## src/rtl/dsd_pkg.sv

```systemverilog
// Shared types for the DRAM strobe decoder model.
// Assumes: strobes are sampled by a clock fast enough to see every level.
package dsd_pkg;
    // Decoded cycle kinds, visible on cyc_type.
    typedef enum logic [2:0] {
        CYC_IDLE       = 3'd0,
        CYC_READ       = 3'd1,
        CYC_WRITE      = 3'd2,
        CYC_ROW_ONLY   = 3'd3,
        CYC_CTR_REF    = 3'd4,
        CYC_TEST_ENTRY = 3'd5
    } cyc_e;

    // Phase of the current row-strobe period.
    typedef enum logic [1:0] {
        PH_IDLE     = 2'd0,
        PH_ROW_OPEN = 2'd1,
        PH_REF_HOLD = 2'd2
    } phase_e;
endpackage

```

## src/rtl/dsd_cycle_ctrl.sv

```systemverilog
// Cycle decoder and test-mode latch.
// Classifies each strobe sequence, latches row/column addresses, drives the
// data output and its enable, and requests counter refreshes.
// Assumes: edge flags come from dsd_strobe_edges at the same clock.
module dsd_cycle_ctrl
    import dsd_pkg::*;
#(
    parameter int ADDR_W = 11
) (
    input  logic              clk,
    input  logic              rst_n,
    input  logic              ras_fall,
    input  logic              ras_rise,
    input  logic              cas_fall,
    input  logic              cas_rise,
    input  logic              cas_n,
    input  logic              we_n,
    input  logic [ADDR_W-1:0] addr,
    input  logic              rd_bit,
    input  logic              rd_match,
    output logic [ADDR_W-1:0] row_q,
    output logic              wr_en,
    output logic              wr_all,
    output logic              ref_inc,
    output logic              test_mode,
    output cyc_e              cyc_q,
    output logic              dout,
    output logic              dout_oe
);
    phase_e phase;
    logic   cas_seen;
    logic   access;

    assign ref_inc = ras_fall & ~cas_n;
    assign access  = (phase == PH_ROW_OPEN) & cas_fall;
    assign wr_en   = access & ~we_n;
    assign wr_all  = test_mode;

    // Track the row-strobe phase and latch the row address.
    always_ff @(posedge clk) begin
        if (!rst_n) begin
            phase    <= PH_IDLE;
            row_q    <= '0;
            cas_seen <= 1'b0;
        end else if (ras_fall) begin
            if (!cas_n) begin
                phase <= PH_REF_HOLD;
            end else begin
                phase    <= PH_ROW_OPEN;
                row_q    <= addr;
                cas_seen <= 1'b0;
            end
        end else if (ras_rise) begin
            phase <= PH_IDLE;
        end else if (access) begin
            cas_seen <= 1'b1;
        end
    end

    // Decode cycle type and maintain the latched test-mode flag.
    always_ff @(posedge clk) begin
        if (!rst_n) begin
            cyc_q     <= CYC_IDLE;
            test_mode <= 1'b0;
        end else if (ref_inc) begin
            test_mode <= ~we_n;
            cyc_q     <= we_n ? CYC_CTR_REF : CYC_TEST_ENTRY;
        end else if (ras_rise && phase == PH_ROW_OPEN && !cas_seen) begin
            test_mode <= 1'b0;
            cyc_q     <= CYC_ROW_ONLY;
        end else if (access) begin
            cyc_q <= we_n ? CYC_READ : CYC_WRITE;
        end
    end

    // Drive read data at a read access; release the output when CAS rises.
    always_ff @(posedge clk) begin
        if (!rst_n) begin
            dout    <= 1'b0;
            dout_oe <= 1'b0;
        end else if (access && we_n) begin
            dout    <= test_mode ? rd_match : rd_bit;
            dout_oe <= 1'b1;
        end else if (cas_rise) begin
            dout_oe <= 1'b0;
        end
    end

    assert_drive_only_on_read_R6: assert property (@(posedge clk) disable iff (!rst_n)
        $rose(dout_oe) |-> $past(we_n));
    assert_test_entry_R3: assert property (@(posedge clk) disable iff (!rst_n)
        $rose(test_mode) |-> $past(!we_n && !cas_n && ras_fall));
    assert_test_exit_R4: assert property (@(posedge clk) disable iff (!rst_n)
        $fell(test_mode) |-> $past(ras_fall || ras_rise));
    assert_data_hold_R10: assert property (@(posedge clk) disable iff (!rst_n)
        (dout_oe && $past(dout_oe)) |-> $stable(dout));
    assert_refresh_kind_R2: assert property (@(posedge clk) disable iff (!rst_n)
        ref_inc |=> (cyc_q == CYC_CTR_REF || cyc_q == CYC_TEST_ENTRY));
endmodule

```

## config.mk

```make
export PLATFORM = sky130hd
export DESIGN_NAME = dsd_cycle_ctrl
export DESIGN_NICKNAME = d
export VERILOG_FILES = /design/src/rtl/dsd_pkg.sv /design/src/rtl/dsd_cycle_ctrl.sv
export SDC_FILE = /design/constraint.sdc
export NUM_CORES = 1
export LEC_CHECK = 0
export ABC_AREA = 1
export BUFFER_PORTS_ARGS = -buffer_cell sky130_fd_sc_hd__clkbuf_2
export CORE_AREA = 2 2 48 50
export CTS_BUF_LIST = sky130_fd_sc_hd__clkbuf_4 sky130_fd_sc_hd__clkbuf_8 sky130_fd_sc_hd__clkbuf_16
export DETAILED_ROUTE_END_ITERATION = 16
export DIE_AREA = 0 0 50 52
export PLACE_DENSITY_LB_ADDON = 0.15
export RECOVER_POWER = 50
export SLEW_MARGIN = 20
export SYNTH_ARGS = -nofsm -noshare
export SYNTH_HDL_FRONTEND = slang
export SYNTH_SLANG_ARGS = --single-unit
```

## constraint.sdc

```tcl
create_clock -name clk -period 2.45 [get_ports clk]
set_input_delay 0.49 -clock clk [delete_from_list [all_inputs] [get_ports clk]]
set_output_delay 0.49 -clock clk [all_outputs]
set_load 0.01 [all_outputs]
```

==> results.ini <==
[route]
drcViolationCount = 0
wl_per_cell_microns = 9.71
via_count = 774
postRouteAntennaNets = 0
via_per_inst = 4.53
dr.first_iter.drc_count = 5
totalWireLength_microns = 1660
drt_pass1_iterations = 4

[power]
pwr_density_cell_nw_per_um2 = 686
power.leakage_nw = 0.493
internal-power_uw = 546
p_total_uw = 708
p_switching_uw = 162
p_clk_share_pct = 37.7
p_sw_share_pct = 22.9
seq_power_share_pct = 49.8
ir_worst_vdd_mv = 0.334
pwr-share-comb_pct = 12.4

[worst_setup_path]
rrSetupSlack_ns = 1.37
cp_slowest_cell = dfxtp_1
worstSetupEndpointType = primary output
r2r_cells = 6
r2r_end = cyc_q[1]$_SDFFE_PN0P_
critical_path.top_delay_family = flip-flops
crit_path_max_incr_delay_ns = 0.40
r2r_start = phase[0]$_SDFFE_PN0P_
cp-start-kind = flip-flop
path_depth = 3
startpoint = phase[0]$_SDFFE_PN0P_
path_cells = nand3_1 -> nor2_1 -> clkbuf_2
path_class = flip-flop to primary output
crit_path_end = wr_en
cp_max_fo = 5
worst-path-buf-inv = 1
required_ns = 1.96
crit_arrival_ns = 1.11

[hold_path]
holdPathStages = 4
min_path_type = primary input to flip-flop

[logic_synthesis]
synthesis.nets = 124
ys_seq_elements = 20
netlist_area_sq_um = 776
syn_area_per_cell_sq_um = 7.53
yosysSeqAreaShare_pct = 51.6
synth.distinct_cells = 16
syn_inst = 103
yosysWarnings = 0

[timing]
hold_viol = 0
fin_tns_setup_ns = 0
rsz0062_at_grt = no
period_share_pct = 65.4
slew_viol_final = 0
max_slew_margin_pct = 71.1
tightest_slew_ns = 0.434
finalSetupViolCount = 0
max_freq_ghz = 0.625
final.min_clock_period_ns = 1.60
fin_ws_ns = 0.849
skew_ns = 0.00739

[cells_and_area]
seqCellArea_sq_um = 400
final_cell_mix = clkbuf_2 (36), nor2_1 (27), dfxtp_1 (20), o21ai_0 (14), nand2_1 (10)
mostFrequentLayoutCell = clkbuf_2
syn2layout_area_growth_pct = 33.1
n_antenna_cell = 0
drive_above_1_share_pct = 30.1
finalNetCount = 165
multiInputGateArea_sq_um = 312
nFillCells = 224

[clock_network]
htree_levels = 1
root_buffer = clkbuf_4
cts_buffers = 3
cts_tree = built
ctsResizeCount = 0
clk_latency_ns = 0.30
path_clk_slew_ns = 0.12
hold_buffers = 0
clockBufferDepth = 2
post-cts-setup-buffers = 0
clkSinkCount = 20

[placement]
pre_cts_slack_ns = 0.914
place.detailed.hpwl_microns = 1280
place.gp.congestion = 0.736
portBuffers = 40

[global_routing]
grt_max_degree = 15
grt_overflow = 0
antenna_found_initial = 0
grt_pass1_wl_microns = 2640
track_usage_pct = 13.3
grt_pass1_vias = 646

[floorplan]
die_y_microns = 52
die_w_microns = 50
num_rows = 17
die_area_sq_um = 2600
start_util_pct = 36.8
core_sq_um = 2110
io_pins = 41

[run_status]
status = complete, no violations

[flow_run]
drv_cap = 0

## worst register-to-register path: stages (launching register included)
cell     delay [ns]
dfxtp_1        0.40
inv_1          0.05
nor2_1         0.12
nand2_1        0.15
o21ai_0        0.11
nand2_1        0.06
a21oi_1        0.12
## Yosys cell counts
cell	instances	area share [%]
a21oi_1	8	5.2
inv_2	2	0.97
a31oi_1	1	0.81
nand3_1	4	2.6
nor2_4	1	1.5
buf_4	2	1.9
dfxtp_1	20	52
nand2_2	1	0.81
o21ai_0	14	9.0
buf_2	1	0.64
or2_0	1	0.81
nand4_1	3	2.4
inv_1	8	3.9
nor2_1	27	13
nand2_1	9	4.4
clkbuf_1	1	0.48
## per-stage QoR
step	instances	cell area [sq um]	hold slack (ns)	util (%)
3_3_place_gp	167	987	0.439	46.9
5_1_grt	171	1030	0.429	49.0
4_1_cts	171	1040	0.419	49.4
6_report	171	1030	0.424	49.0
2_1_floorplan	103	776	0.444	-
3_5_place_dp	167	987	0.439	46.9
## power groups by stage
| stage | Clock, mW | Sequential, mW | Combinational [mW] |
|---|---|---|---|
| 2_1_floorplan | 0 | 0.368 | 0.0430 |
| 3_3_place_gp | 0 | 0.360 | 0.0902 |
| 3_5_place_dp | 0 | 0.361 | 0.0912 |
| 4_1_cts | 0.275 | 0.353 | 0.0915 |
| 5_1_grt | 0.289 | 0.356 | 0.100 |
| 6_report | 0.267 | 0.353 | 0.0881 |
## layout make-up
class	count	area share, %
clock inverter	1	2.91
tap	28	3.39
sequential	20	38.8
inverter	10	3.64
multi-input combinational	69	30.2
timing repair buffer	40	18.9
clock buffer	3	2.18
## registers in the layout, indices dropped and copies added, names as in the netlist
| name | count |
|---|---|
| row_q | 11 |
| test_mode | 1 |
| dout | 1 |
| dout_oe | 1 |
| phase | 2 |
| cyc_q | 3 |
| cas_seen | 1 |
## how the worst min path moves through the flow
stage | start | end
2_1_floorplan | cas_seen$_SDFFE_PN0P_ | cas_seen$_SDFFE_PN0P_
3_3_place_gp | dout$_SDFFE_PN0P_ | dout$_SDFFE_PN0P_
3_5_place_dp | dout$_SDFFE_PN0P_ | dout$_SDFFE_PN0P_
4_1_cts | cas_rise | dout_oe$_SDFFE_PN0P_
5_1_grt | cas_rise | dout_oe$_SDFFE_PN0P_
6_report | cas_rise | dout_oe$_SDFFE_PN0P_
## routing by layer
metal | share of wire [%] | up-vias | GRT usage [%] | routed length (microns)
met2 | 48 | 25 | 21.9 | 794
met5 | 0 | - | 0 | 0
li1 | - | 410 | - | -
met4 | 0.72 | 0 | 6.94 | 12
met3 | 6.8 | 2 | 3.16 | 113
met1 | 45 | 337 | 16.0 | 740
## cell families after synthesis
group | count (synthesis) | share of synthesized area, %
simple gates | 46 | 25.5
compound gates | 23 | 15.0
flops | 20 | 51.6
buf+inv | 14 | 7.90
(Power assumes the default switching activity.)
